File: src/rtl/mdio_pkg.sv
package mdio_pkg;
  localparam int FRAME_W  = 64;
  localparam int DATA_W   = 16;
  localparam int ADR_W    = 5;
  localparam int DRIVE_RD = 46;
  localparam int CNT_W    = 7;
  localparam int SEL_W    = 3;

  typedef enum logic [2:0] {
    RA_CFG   = 3'd0,
    RA_CMD   = 3'd1,
    RA_ADDR  = 3'd2,
    RA_WDATA = 3'd3,
    RA_RDATA = 3'd4,
    RA_IND   = 3'd5,
    RA_TBI   = 3'd6,
    RA_NONE  = 3'd7
  } reg_idx_e;

  function automatic logic [CNT_W-1:0] div_of(input logic [SEL_W-1:0] sel);
    case (sel)
      3'd0:    return CNT_W'(4);
      3'd1:    return CNT_W'(8);
      3'd2:    return CNT_W'(16);
      3'd3:    return CNT_W'(32);
      3'd4:    return CNT_W'(64);
      3'd5:    return CNT_W'(80);
      3'd6:    return CNT_W'(96);
      default: return CNT_W'(112);
    endcase
  endfunction

  function automatic logic [FRAME_W-1:0] build_frame(input logic rd,
                                                     input logic [ADR_W-1:0] phy,
                                                     input logic [ADR_W-1:0] regn,
                                                     input logic [DATA_W-1:0] data);
    return {32'hFFFF_FFFF, 2'b01, (rd ? 2'b10 : 2'b01), phy, regn, 2'b10, data};
  endfunction
endpackage

File: src/rtl/mdio_clk_gen.sv
module mdio_clk_gen
  import mdio_pkg::*;
(
  input  logic             clk_i,
  input  logic             rst_ni,
  input  logic             en_i,
  input  logic [CNT_W-1:0] div_i,
  output logic             mdc_o,
  output logic             rise_o,
  output logic             fall_o
);
  logic [CNT_W-1:0] cnt_q, div_q, half_m1, div_m1;
  logic             mdc_q;

  assign half_m1 = (div_q >> 1) - CNT_W'(1);
  assign div_m1  = div_q - CNT_W'(1);
  assign rise_o  = en_i && (cnt_q == half_m1);
  assign fall_o  = en_i && (cnt_q == div_m1);
  assign mdc_o   = mdc_q;

  always_ff @(posedge clk_i or negedge rst_ni) begin
    if (!rst_ni) begin
      cnt_q <= '0;
      div_q <= CNT_W'(112);
      mdc_q <= 1'b0;
    end else if (!en_i) begin
      // divisor is frozen for the whole frame
      cnt_q <= '0;
      div_q <= div_i;
      mdc_q <= 1'b0;
    end else begin
      cnt_q <= fall_o ? '0 : cnt_q + CNT_W'(1);
      if (rise_o) mdc_q <= 1'b1;
      if (fall_o) mdc_q <= 1'b0;
    end
  end

  AST_MDC_IDLE_LOW: assert property (@(posedge clk_i) disable iff (!rst_ni)
    !en_i |=> !mdc_o);
  AST_MDC_RISE_IN_FRAME: assert property (@(posedge clk_i) disable iff (!rst_ni)
    $rose(mdc_o) |-> $past(en_i));
endmodule

File: src/rtl/mdio_frame_seq.sv
module mdio_frame_seq
  import mdio_pkg::*;
(
  input  logic              clk_i,
  input  logic              rst_ni,
  input  logic              abort_i,
  input  logic              start_wr_i,
  input  logic              start_rd_i,
  input  logic [ADR_W-1:0]  phy_i,
  input  logic [ADR_W-1:0]  reg_i,
  input  logic [DATA_W-1:0] wdata_i,
  input  logic              rise_i,
  input  logic              fall_i,
  input  logic              mdio_i,
  output logic              busy_o,
  output logic              mdio_o,
  output logic              mdio_oe_o,
  output logic              rd_done_o,
  output logic [DATA_W-1:0] rdata_o
);
  localparam int IDX_W = $clog2(FRAME_W);
  localparam logic [IDX_W-1:0] LAST_IDX = IDX_W'(FRAME_W - 1);
  localparam logic [IDX_W-1:0] DATA_IDX = IDX_W'(FRAME_W - DATA_W);
  localparam logic [IDX_W-1:0] REL_IDX  = IDX_W'(DRIVE_RD);

  logic [FRAME_W-1:0] sh_q;
  logic [IDX_W-1:0]   idx_q;
  logic               busy_q, is_rd_q;
  logic [DATA_W-1:0]  rd_sh_q, rdata_q;
  logic               last;

  assign last      = (idx_q == LAST_IDX);
  assign busy_o    = busy_q;
  assign mdio_oe_o = busy_q && (!is_rd_q || (idx_q < REL_IDX));
  assign mdio_o    = busy_q && sh_q[FRAME_W-1];
  assign rd_done_o = busy_q && is_rd_q && fall_i && last && !abort_i;
  assign rdata_o   = rdata_q;

  always_ff @(posedge clk_i or negedge rst_ni) begin
    if (!rst_ni) begin
      sh_q    <= '0;
      idx_q   <= '0;
      busy_q  <= 1'b0;
      is_rd_q <= 1'b0;
      rd_sh_q <= '0;
      rdata_q <= '0;
    end else if (abort_i) begin
      busy_q  <= 1'b0;
      is_rd_q <= 1'b0;
      idx_q   <= '0;
    end else if (!busy_q) begin
      if (start_wr_i || start_rd_i) begin
        busy_q  <= 1'b1;
        is_rd_q <= start_rd_i;
        idx_q   <= '0;
        sh_q    <= build_frame(start_rd_i, phy_i, reg_i, wdata_i);
      end
    end else begin
      if (rise_i && is_rd_q && (idx_q >= DATA_IDX))
        rd_sh_q <= {rd_sh_q[DATA_W-2:0], mdio_i};
      if (fall_i) begin
        if (last) begin
          busy_q <= 1'b0;
          if (is_rd_q) rdata_q <= rd_sh_q;
        end else begin
          idx_q <= idx_q + IDX_W'(1);
          sh_q  <= sh_q << 1;
        end
      end
    end
  end

  AST_BUSY_ENDS_ON_FALL: assert property (@(posedge clk_i) disable iff (!rst_ni)
    $fell(busy_o) |-> ($past(abort_i) || $past(fall_i)));
  AST_RD_DONE_CLEARS_BUSY: assert property (@(posedge clk_i) disable iff (!rst_ni)
    rd_done_o |=> !busy_o);
endmodule

File: src/rtl/mdio_regs.sv
module mdio_regs
  import mdio_pkg::*;
#(
  parameter logic [ADR_W-1:0] TBI_RST = 5'h1F
) (
  input  logic              clk_i,
  input  logic              rst_ni,
  input  logic              reg_wr_i,
  input  logic [2:0]        reg_addr_i,
  input  logic [31:0]       reg_wdata_i,
  output logic [31:0]       reg_rdata_o,
  input  logic              busy_i,
  input  logic              rd_done_i,
  input  logic [DATA_W-1:0] rdata_i,
  output logic [SEL_W-1:0]  clk_sel_o,
  output logic [ADR_W-1:0]  phy_o,
  output logic [ADR_W-1:0]  reg_o,
  output logic [DATA_W-1:0] wdata_o,
  output logic              start_wr_o,
  output logic              start_rd_o,
  output logic              abort_o
);
  reg_idx_e          idx;
  logic [SEL_W-1:0]  sel_q;
  logic              cmd_q, nv_q;
  logic [ADR_W-1:0]  phy_q, regn_q, tbi_q;
  logic [DATA_W-1:0] wdata_q;
  logic              wr_cfg, wr_cmd, wr_adr, wr_dat, wr_tbi;

  assign idx    = reg_idx_e'(reg_addr_i);
  assign wr_cfg = reg_wr_i && (idx == RA_CFG);
  assign wr_cmd = reg_wr_i && (idx == RA_CMD);
  assign wr_adr = reg_wr_i && (idx == RA_ADDR);
  assign wr_dat = reg_wr_i && (idx == RA_WDATA);
  assign wr_tbi = reg_wr_i && (idx == RA_TBI);

  assign abort_o    = wr_cfg && reg_wdata_i[31];
  assign start_wr_o = wr_dat && !busy_i;
  assign start_rd_o = wr_cmd && reg_wdata_i[0] && !cmd_q && !busy_i;

  assign clk_sel_o = sel_q;
  assign phy_o     = phy_q;
  assign reg_o     = regn_q;
  assign wdata_o   = reg_wdata_i[DATA_W-1:0];

  always_ff @(posedge clk_i or negedge rst_ni) begin
    if (!rst_ni) begin
      sel_q   <= '1;
      cmd_q   <= 1'b0;
      nv_q    <= 1'b0;
      phy_q   <= '0;
      regn_q  <= '0;
      tbi_q   <= TBI_RST;
      wdata_q <= '0;
    end else begin
      if (wr_cfg) sel_q <= reg_wdata_i[SEL_W-1:0];
      if (wr_cmd) cmd_q <= reg_wdata_i[0];
      if (wr_adr) begin
        phy_q  <= reg_wdata_i[8 +: ADR_W];
        regn_q <= reg_wdata_i[0 +: ADR_W];
      end
      if (wr_tbi) tbi_q <= reg_wdata_i[ADR_W-1:0];
      if (wr_dat) wdata_q <= reg_wdata_i[DATA_W-1:0];
      if (abort_o || rd_done_i) nv_q <= 1'b0;
      else if (start_rd_o)      nv_q <= 1'b1;
    end
  end

  always_comb begin
    reg_rdata_o = '0;
    case (idx)
      RA_CFG:   reg_rdata_o[SEL_W-1:0]  = sel_q;
      RA_CMD:   reg_rdata_o[0]          = cmd_q;
      RA_ADDR:  begin
        reg_rdata_o[8 +: ADR_W] = phy_q;
        reg_rdata_o[0 +: ADR_W] = regn_q;
      end
      RA_WDATA: reg_rdata_o[DATA_W-1:0] = wdata_q;
      RA_RDATA: reg_rdata_o[DATA_W-1:0] = rdata_i;
      RA_IND:   begin
        reg_rdata_o[0] = busy_i;
        reg_rdata_o[2] = nv_q;
      end
      RA_TBI:   reg_rdata_o[ADR_W-1:0]  = tbi_q;
      default:  reg_rdata_o = '0;
    endcase
  end

  AST_NV_ON_READ_LAUNCH: assert property (@(posedge clk_i) disable iff (!rst_ni)
    start_rd_o |=> (nv_q && busy_i));
  AST_WRITE_LAUNCH_BUSY: assert property (@(posedge clk_i) disable iff (!rst_ni)
    start_wr_o |=> (busy_i && !nv_q));
  AST_ABORT_IDLES: assert property (@(posedge clk_i) disable iff (!rst_ni)
    abort_o |=> (!busy_i && !nv_q));
  AST_NV_NEEDS_BUSY: assert property (@(posedge clk_i) disable iff (!rst_ni)
    nv_q |-> busy_i);
endmodule

File: src/rtl/mdio_mgmt_master.sv
module mdio_mgmt_master
  import mdio_pkg::*;
#(
  parameter logic [4:0] TBI_RST = 5'h1F
) (
  input  logic        clk_i,
  input  logic        rst_ni,
  input  logic        reg_wr_i,
  input  logic [2:0]  reg_addr_i,
  input  logic [31:0] reg_wdata_i,
  output logic [31:0] reg_rdata_o,
  output logic        mdc_o,
  input  logic        mdio_i,
  output logic        mdio_o,
  output logic        mdio_oe_o
);
  logic [SEL_W-1:0]  clk_sel;
  logic [ADR_W-1:0]  phy, regn;
  logic [DATA_W-1:0] wdata, rdata;
  logic              start_wr, start_rd, abort, busy, rd_done;
  logic              rise, fall, clk_en;

  assign clk_en = busy && !abort;

  mdio_regs #(.TBI_RST(TBI_RST)) u_regs (
    .clk_i, .rst_ni, .reg_wr_i, .reg_addr_i, .reg_wdata_i, .reg_rdata_o,
    .busy_i(busy), .rd_done_i(rd_done), .rdata_i(rdata),
    .clk_sel_o(clk_sel), .phy_o(phy), .reg_o(regn), .wdata_o(wdata),
    .start_wr_o(start_wr), .start_rd_o(start_rd), .abort_o(abort)
  );

  mdio_clk_gen u_clk (
    .clk_i, .rst_ni, .en_i(clk_en), .div_i(div_of(clk_sel)),
    .mdc_o, .rise_o(rise), .fall_o(fall)
  );

  mdio_frame_seq u_seq (
    .clk_i, .rst_ni, .abort_i(abort), .start_wr_i(start_wr), .start_rd_i(start_rd),
    .phy_i(phy), .reg_i(regn), .wdata_i(wdata), .rise_i(rise), .fall_i(fall),
    .mdio_i, .busy_o(busy), .mdio_o, .mdio_oe_o, .rd_done_o(rd_done), .rdata_o(rdata)
  );

  AST_MDC_ONLY_WHEN_BUSY: assert property (@(posedge clk_i) disable iff (!rst_ni)
    $rose(mdc_o) |-> busy);
endmodule

File: config.mk
export PLATFORM = sky130hd
export DESIGN_NAME = mdio_mgmt_master
export DESIGN_NICKNAME = d
export VERILOG_FILES = /design/src/rtl/mdio_pkg.sv /design/src/rtl/mdio_clk_gen.sv /design/src/rtl/mdio_frame_seq.sv /design/src/rtl/mdio_regs.sv /design/src/rtl/mdio_mgmt_master.sv
export SDC_FILE = /design/constraint.sdc
export NUM_CORES = 1
export LEC_CHECK = 0
export ABC_AREA = 1
export BUFFER_PORTS_ARGS = -buffer_cell sky130_fd_sc_hd__buf_2
export CAP_MARGIN = 20
export CORE_MARGIN = 2
export CORE_UTILIZATION = 60
export CTS_BUF_LIST = sky130_fd_sc_hd__clkbuf_8
export DETAILED_ROUTE_END_ITERATION = 6
export GPL_TIMING_DRIVEN = 0
export PLACE_DENSITY = 0.84
export SKIP_CTS_REPAIR_TIMING = 1
export SLEW_MARGIN = 10
export SYNTH_ARGS = -nofsm -noshare
export SYNTH_HDL_FRONTEND = slang
export SYNTH_HIERARCHICAL = 1
export SYNTH_SLANG_ARGS = --single-unit
File: constraint.sdc
create_clock -name clk_i -period 3.3 [get_ports clk_i]
set_input_delay 0.33 -clock clk_i [delete_from_list [all_inputs] [get_ports clk_i]]
set_output_delay 0.33 -clock clk_i [all_outputs]
set_load 0.05 [all_outputs]
# After elaboration in Yosys (flattened, before gate mapping)
# Cells that the tools add are included.
# Widths: inputs -> output; s select.
[totals]
regBits = 155
wordCells = 116
[classes]
add_sub_neg = 4
order_cmp = 2
n_eq_ne = 21
muxes = 33
bitwise_logic = 1
reduce_logical = 39
[ops]
columns = ["operator", "n"]
rows = [
  ["$mux 64", 4],
  ["$pmux 7 s7", 1],
  ["$mux 6", 5],
  ["$logic_and 1x1->1", 21],
  ["$eq 3x3->1 const B", 6],
  ["$pmux 5 s3", 1],
  ["$eq 7x7->1", 2],
  ["$mux 7", 2],
  ["$mux 1", 13],
  ["$eq 3x2->1 const B", 4],
  ["$pmux 3 s2", 2],
  ["$pmux 2 s4", 1],
  ["$add 7x1->7 const B", 1],
  ["$pmux 1 s7", 1],
  ["$sub 6x1->7 const B", 1],
  ["$sub 7x1->7 const B", 1],
  ["$add 6x1->6 const B", 1],
  ["$eq 3x1->1 const B", 2],
  ["$eq 6x6->1 const B", 1],
  ["$ge 6x6->1 const B", 1],
  ["$logic_not 3->1", 2],
  ["$lt 6x6->1 const B", 1],
  ["$ne 2x2->1 const B", 3],
  ["$ne 3x3->1 const B", 2],
  ["other kinds (13)", 21],
]

# Depth between registers and ports, before layout
# Gate-level depths: netlist (run 1).
[depth]
depth_word = 11
depth_mapped = 18
depth_no_buf = 17

# By module
# The synthesis (run 1) kept the hierarchy.
[modules_own_cells]
columns = ["module", "instances", "cells_per_inst", "area_each_um2"]
rows = [
  ["mdio_frame_seq", 1, 606, 5177.5],
  ["mdio_regs", 1, 267, 2094.5],
  ["mdio_clk_gen", 1, 163, 1102.3],
  ["mdio_mgmt_master", 1, 13, 52.6],
]

# Worst setup path after synthesis (run 1)
# OpenSTA, ideal clock, no wires.
[synth_path]
kind = "in2reg"
from = "in reg_addr_i[0]"
to = "reg u_seq.rdata_q[10] (netlist: u_seq/rdata_o[10])"
arrival_ns = 2.241
required_ns = 3.170
slack_ns = 0.929
cell_stages = 13
n_path_buf = 3
path_cell_list = "buf_4 -> nor3_4 -> nand3_1 -> inv_1 -> nor2_1 -> inv_1 -> clkbuf_1 -> nor3_1 -> inv_1 -> nor2_1 -> nand4_1 -> clkbuf_1 -> o21ai_1"
[synth_between]
elab_chain_len = 7
word_cells_on_any_way = 8
cone_classes = "1 x bitwise; 7 x reduce/logical"
[synth_rtl]
columns = ["element", "line_no", "text"]
rows = [
  ["from (decl)", "mdio_mgmt_master.sv:9", "input logic [2:0] reg_addr_i,"],
  ["$logic_not 3->1", "mdio_regs.sv:31", "assign wr_cfg = reg_wr_i && (idx == RA_CFG);"],
  ["$logic_and 1x1->1", "mdio_regs.sv:31", ""],
  ["$logic_and 1x1->1", "mdio_regs.sv:37", "assign abort_o = wr_cfg && reg_wdata_i[31];"],
  ["net abort", "mdio_mgmt_master.sv:20", "logic start_wr, start_rd, abort, busy, rd_done;"],
  ["$logic_not 1->1", "mdio_mgmt_master.sv:23", "assign clk_en = busy && !abort;"],
  ["$logic_and 1x1->1", "mdio_mgmt_master.sv:23", ""],
  ["net clk_en", "mdio_mgmt_master.sv:21", "logic rise, fall, clk_en;"],
  ["$logic_and 1x1->1", "mdio_clk_gen.sv:18", "assign fall_o = en_i && (cnt_q == div_m1);"],
  ["net fall", "mdio_mgmt_master.sv:21", ""],
  ["$reduce_and 5->1 (no source line)", "n/a", ""],
  ["to (signal assigned)", "mdio_frame_seq.sv:64", "if (is_rd_q) rdata_q <= rd_sh_q;"],
  ["to (decl)", "mdio_frame_seq.sv:29", "logic [DATA_W-1:0] rd_sh_q, rdata_q;"],
]
# The timed path passes the listed nets, and every way through them passes these cells.
# A chain may end at the register's enable or synchronous reset.

# Final worst setup path (run 1)
[layout_path]
from = "reg u_clk.div_q[1]"
to = "reg u_seq.rdata_q[1] (netlist: u_seq/rdata_o[1])"
[layout_between]
elab_chain_len = 4
[layout_rtl]
columns = ["element", "line_no", "text"]
rows = [
  ["from (decl)", "mdio_clk_gen.sv:12", "logic [CNT_W-1:0] cnt_q, div_q, half_m1, div_m1;"],
  ["from (signal assigned)", "mdio_clk_gen.sv:29", "div_q <= div_i;"],
  ["$sub 7x1->7", "mdio_clk_gen.sv:16", "assign div_m1 = div_q - CNT_W'(1);"],
  ["$eq 7x7->1", "mdio_clk_gen.sv:18", ""],
  ["$logic_and 1x1->1", "mdio_clk_gen.sv:18", ""],
  ["net fall", "mdio_mgmt_master.sv:21", ""],
  ["$reduce_and 5->1 (no source line)", "n/a", ""],
]
# The timed path passes the listed nets, and every way through them passes these cells.

==> results.md, run 1 <==
- Die H: roughly 120 µm
- Initial antenna violation count: 0
- Status: completed
- P_int: 4.16 mW
- Reg2reg start: u_clk/div_q[1]
- Asr flop ratio synth: between 90% and 100%
- Post-Place Cell Area: about 0.009 mm²
- VDD IR max: 407 µV
- Leak pwr: between 4 and 5 nW
- GRT Total Usage: roughly a quarter
- HPWL after DPL: ~13,000 µm
- GRT Residual Overflow: 0
- Primary FF master, synth: dfrtp_1
- I/O Buffers: 40
- Synth area leaders: dfrtp_1, nand2_1, nand3_2, dfstp_2, buf_4
- Share of cells above drive strength 1: between 20% and 30%
- Final Total Pwr: slightly below 7 mW
- Crit path max fanout: 10
- Seq cells post-synth: approximately 160
- Comb pwr share: between 30% and 40%
- Critical Path Stages: 16
- Crit start category: register
- Sequential power share: around two fifths
- Critical Path End: u_seq/rdata_o[1]
- Synth unique cells: 37
- GPL Wtd Cong: roughly 0.86
- Final Worst Setup Slack: between 0.3 and 0.4 ns
- Root Buffer: clkbuf_8
- Post-synth EDFFs: 0
- Ant diodes: 0
- Worst Tran Pin Value: 0.585 ns
- Crit path kind: reg -> reg
- Detail Route Antenna Nets: 0
- Vias in the first global route: 6,318
- CP max stage delay: around 0.41 ns
- Hold depth: 3
- Routed len/inst: 13.8 µm
- Initial Utilization: roughly three fifths
- NumNets Final: 1,170
- Worst R2R Setup Slack: 0.30 ns
- CP Cell Sequence: inv_1 -> ha_1 -> inv_1 -> nand2_1 -> nand2_1 -> nand2_1 -> nand2_1 -> nor2_1 -> nand3_2 -> nor3_2 -> inv_1 -> nor2_1 -> nand4_1 -> clkbuf_1 -> nand2_1 -> o21ai_0
- Vias: approximately 7,000
- Final worst-path cycle share: 90.8%
- Clk_skew: between 0.01 and 0.015 ns
- Area of the multi-input gates: about 0.0037 mm²
- Clock sinks: roughly 160
- Clk_lat worst skew: 0.46 ns
- Core area: approximately 0.014 mm²
- Post-DR vias/cell: approximately 5.2
- RR Endpoint: u_seq/rdata_o[1]
- Final Max Slew Viols: 0
- Syn. warnings: 6
- Final wirelength: between 15,000 and 20,000 µm
- Initial DRC count: around 640
- Crit path from: u_clk/div_q[1]
- Fin cells: approximately 1,300
- Sequential area share after synthesis: 46.2%
- TritonCTS clock tree: yes
- CP bufs+invs: 4
- CTS clk-pin slew, worst paths: about 0.09 ns
- Hold Path Class: in -> reg
- Synth area leader: dfrtp_1
- Max clock buf depth: 2
- Final hold vios: 0
- Die width: roughly 120 µm
- Sw Ratio: ~40%
- Worst Reg-to-Reg Cells: 16
- Total CTS buffers: 17
- IO Pins: 74
- Place WS: between 0.15 and 0.2 ns
- Crit-path leading delay family: simple AND/OR/NAND/NOR gates
- Final Util: between 60% and 70%
- Area share of the largest cell type after synthesis: between 40 and 50%
- Drt drc: 0
- Post-Synthesis Cells: roughly 1,000
- Max Clock Freq: between 0.3 and 0.4 GHz
- Min cycle time layout: 3.00 ns
- Die Footprint: 0.0150 mm²
- Crit path top cell by count: nand2_1
- Post-synthesis average cell area: 8.03 µm²
- Top-count cell post-synth: nand2_1
- CP Capture Type: register
- P_sw: around 2.7 mW
- # setup viols final: 0
- Site row count: 43
- Post-synth top cells: nand2_1, dfrtp_1, inv_1
- RSZ-0062 raised after global routing: false
- Cell Area, Synth: roughly 0.0084 mm²
- Worst Path Required: between 3 and 4 ns
- Largest net degree at the start of global routing: approximately 110
- Slowest stage cell, crit path: dfrtp_1
- Register area: roughly 0.0039 mm²
- Clock power share: approximately 22%
- Syn-to-layout area delta: 11.3%
- Dpl cells: approximately 1,300
- Post-route cell area: roughly 0.0094 mm²
- Pre-Repair DR Iteration Count: 5
- Global-route wire length before repair: 30,400 µm
- Filler Cells Inserted: between 1,000 and 1,500
- Slew HR: roughly three fifths
- MaxCap Viol Count: 0
- CTS H-tree depth: 4
- WP data arrival: approximately 3.3 ns
- PwrDens: roughly 740 mW/mm²
## cell type report
type                    count  area share (%)
well taps                 180            2.40
flip-flops and latches    155            41.5
repair buffers             42            2.64
clock inverters            15            1.89
inverters                  77            3.14
plain buffers              83            6.94
clock buffers              17            2.50
multi-input cells         750            39.0
## state kept, by name, summed over array words and instances (netlist names), 6 cells and up
name	count
u_clk/cnt_q	7
u_seq/sh_q	64
u_seq/idx_q	6
u_seq/rdata_o	16
u_clk/div_q	7
u_seq/rd_sh_q	16
u_regs/wdata_q	16
## layout by cell type, fill, tap and decap left out, types with 16 or more instances in the layout
master,n
buf_2,52
buf_4,38
clkbuf_1,16
clkbuf_8,17
conb_1,18
dfrtp_1,144
inv_1,73
nand2_1,421
nand3_1,53
nand3_2,52
nor2_1,40
o21ai_0,45
o21ai_1,28
or2_2,35
## power groups by stage
stage | registers (mW) | clock network (mW) | logic (mW)
final | 2.81 | 1.49 | 2.59
after floorplan | 2.76 | 0 | 2.06
after global routing | 2.88 | 1.60 | 2.92
after global placement | 2.81 | 0 | 2.46
after CTS | 2.80 | 1.53 | 2.58
after detailed placement | 2.83 | 0 | 2.55
## per-stage QoR
stage / TNS [ns] / hold WS, ns
floorplan: 0 / 0.0344
detailed placement: 0 / 0.245
global placement: -54.55 / 0.446
global route: 0 / 0.112
CTS: 0 / -0.266
finish: 0 / 0.115
## worst min-delay path, delay by kind of cell
kind | cells | cell delay [ns]
buffers and inverters | 1 | 0.09
AND/OR/NAND/NOR | 2 | 0.13
## how the worst min path moves through the flow
| stage | from | slack [ns] | end |
|---|---|---|---|
| final | reg_wdata_i[5] | 0.12 | u_regs/wdata_q[5] |
| after global routing | mdio_i | 0.11 | u_seq/rd_sh_q[0] |
| after floorplan | rst_ni | 0.03 | u_clk/cnt_q[0] |
| after detailed placement | rst_ni | 0.24 | u_seq/sh_q[42] |
| after CTS | rst_ni | -0.27 | u_seq/sh_q[35] |
| after global placement | u_seq/sh_q[51] | 0.45 | u_seq/sh_q[51] |
## logic make-up after synthesis
logic type | share of synthesized area (%)
AND/OR/NAND/NOR | 35.0
buffers and inverters | 11.2
flip-flops | 46.2
AO/OA/AOI/OAI | 5.67
XOR/XNOR | 1.14
adder cells (fa/ha/maj) | 0.742
other | 0.0891
## routing by layer
metal | share of wire, % | global-route usage [%] | up-vias
met4 | 1.4 | 7.90 | 0
met1 | 46 | 36.0 | 3312
li1 | - | - | 3391
met3 | 5.0 | 5.02 | 22
met5 | 0 | 0 | -
met2 | 48 | 41.5 | 191
No activity file was read; power rests on OpenSTA's default activity.
==> run 2, diff against run 1 <==
--- a/config.mk
+++ b/config.mk
@@ -8,6 +8,7 @@
 export ABC_AREA = 1
 export BUFFER_PORTS_ARGS = -buffer_cell sky130_fd_sc_hd__buf_2
 export CAP_MARGIN = 20
+export CORE_ASPECT_RATIO = 1.25
 export CORE_MARGIN = 2
 export CORE_UTILIZATION = 60
 export CTS_BUF_LIST = sky130_fd_sc_hd__clkbuf_8
==> run 2 against run 1 <==
  * Cell area about the same
  * Worst setup slack worse by 0.014 ns
  * Sequential share of layout area about the same
  * Die area about the same
  * Cell count down 0.38%
  * Critical path depth unchanged
  * Combinational power about the same
  * Clock-buffer cell count unchanged
  * Clock power about the same
  * Non-clock buffer count unchanged
  * First-iteration DRC count down 30%
  * Clock skew about the same
  * Highest routed layer unchanged
==> results.md, run 2 (synthesis gave the netlist of run 1 again) <==
- Status: completed
- Clock sinks: 155
- Final Total Pwr: approximately 7 mW
- Ant diodes: 0
- Slew HR: around 63%
- Pre-Repair DR Iteration Count: 5
- WP data arrival: between 3 and 4 ns
- Most common cell after layout, fill and taps aside: nand2_1
- Max clock buf depth: 2
- Crit start category: register
- Worst Path Required: 3.64 ns
- Post-DR vias/cell: about 5.2
- Final worst-path cycle share: about nine tenths
- Die Footprint: 0.0150 mm²
- # setup viols final: 0
- Total CTS buffers: 17
- Die width: 110 µm
- VDD IR max: 439 µV
- Initial DRC count: between 400 and 500
- NumNets Final: 1,170
- I/O Buffers: 40
- Clk_skew: between 0.009 and 0.01 ns
- HPWL after DPL: ~13,000 µm
- CTS clk-pin slew, worst paths: 0.09 ns
- Filler Cells Inserted: between 1,000 and 1,500
- Detail Route Antenna Nets: 0
- Final hold vios: 0
- Site row count: between 40 and 50
- Crit path max fanout: 10
- Drt drc: 0
- Initial antenna violation count: 0
- Min cycle time layout: between 3 and 4 ns
- Root Buffer: clkbuf_8
- Share of cells above drive strength 1: 22.7%
- Global-route wire length before repair: about 30,000 µm
- TritonCTS clock tree: yes
- Final Max Slew Viols: 0
- Crit path kind: reg -> reg
- Die H: roughly 140 µm
- Reg with most FFs: u_seq/sh_q
- Vias: 6,786
- Most frequent cells in the layout: nand2_1, dfrtp_1, inv_1, nand3_1
- IO Pins: 74
- Clk_lat worst skew: roughly 0.46 ns
- RSZ-0062 raised after global routing: false
- P_sw: between 2 and 3 mW
- Sw Ratio: around 39%
- CTS H-tree depth: 4
- Core area: 0.0138 mm²
- Sequential power share: around two fifths
- Final wirelength: roughly 18,000 µm
- Max reg flops: 64
- Clock power share: 21.7%
- Fin Hold WS: around 0.12 ns
- Hold Path Class: in -> reg
- GRT Residual Overflow: 0
- CP Capture Type: register
- Leak pwr: approximately 4.8 nW
- PwrDens: approximately 730 mW/mm²
- Routed len/inst: roughly 14 µm
- GRT Total Usage: ~26%
- Vias in the first global route: between 6,000 and 7,000
- Syn-to-layout area delta: 11.2%
- Comb pwr share: 37.3%
- Max Clock Freq: 0.332 GHz
- MaxCap Viol Count: 0
- Initial Utilization: between 60% and 70%
- Largest net degree at the start of global routing: about 110
- P_int: 4.16 mW
- GPL Wtd Cong: ~0.85
- Worst Tran Pin Value: 0.548 ns
==> run 2: through the flow <==
step | instances | setup slack [ns] | area (µm²) | util, % | setup TNS, ns
after CTS | 1313 | 0.356 | 9360 | 68.1 | 0
final | 1314 | 0.291 | 9370 | 68.1 | 0
after global placement | 1280 | -0.359 | 8910 | 64.8 | -49.50
after global routing | 1314 | 0.000187 | 9370 | 68.1 | 0
after floorplan | 1065 | 0.929 | 8490 | - | 0
after detailed placement | 1281 | 0.207 | 8940 | 65.0 | 0
==> run 2: power groups by stage <==
stage / Clock, mW / Sequential, mW / Combinational, mW
floorplan: 0 / 2.76 / 2.06
global placement: 0 / 2.81 / 2.47
detailed placement: 0 / 2.84 / 2.54
CTS: 1.53 / 2.81 / 2.57
global route: 1.60 / 2.88 / 2.90
finish: 1.49 / 2.81 / 2.57
==> run 2: final timing paths <==
kind | start | endpoint | slack, ns | depth (start not counted)
max | u_clk/div_q[1] | u_seq/rdata_o[2] | 0.29 | 16
min | mdio_i | u_seq/rd_sh_q[0] | 0.12 | 3
max reg2reg | u_clk/div_q[1] | u_seq/rdata_o[2] | 0.29 | 16
min reg2reg | u_seq/sh_q[44] | u_seq/sh_q[44] | 0.47 | 2
max in group asynchronous | rst_ni | u_clk/div_q[4] | 2.13 | 3
min in group asynchronous | rst_ni | u_seq/sh_q[7] | 0.34 | 2
==> run 2: layout make-up <==
cell class / instances / area (µm²) / share of cell area [%]
well taps: 175 / 219 / 2.34
inverters: 77 / 294 / 3.14
plain buffers: 83 / 651 / 6.94
clock inverters: 15 / 184 / 1.96
flip-flops and latches: 155 / 3890 / 41.5
clock buffers: 17 / 234 / 2.50
multi-input cells: 750 / 3650 / 38.9
repair buffers: 42 / 248 / 2.64
==> run 2: critical path: stages, from the launching register on <==
cell,delay [ns]
dfrtp_1,0.43
inv_1,0.19
ha_1,0.31
inv_1,0.06
nand2_1,0.08
nand2_1,0.05
nand2_1,0.05
nand2_1,0.05
nor2_1,0.11
nand3_2,0.11
nor3_1,0.37
inv_1,0.16
nor2_1,0.12
nand4_1,0.27
clkbuf_1,0.32
nand2_1,0.11
o21ai_0,0.09
==> run 2: per-layer routing <==
| layer | vias to the layer above | routed length (µm) | global-route usage, % |
|---|---|---|---|
| li1 | 3398 | - | - |
| met1 | 3231 | 8020 | 34.0 |
| met2 | 131 | 8970 | 42.6 |
| met3 | 26 | 628 | 4.76 |
| met4 | 0 | 276 | 8.65 |
| met5 | - | 0 | 0 |
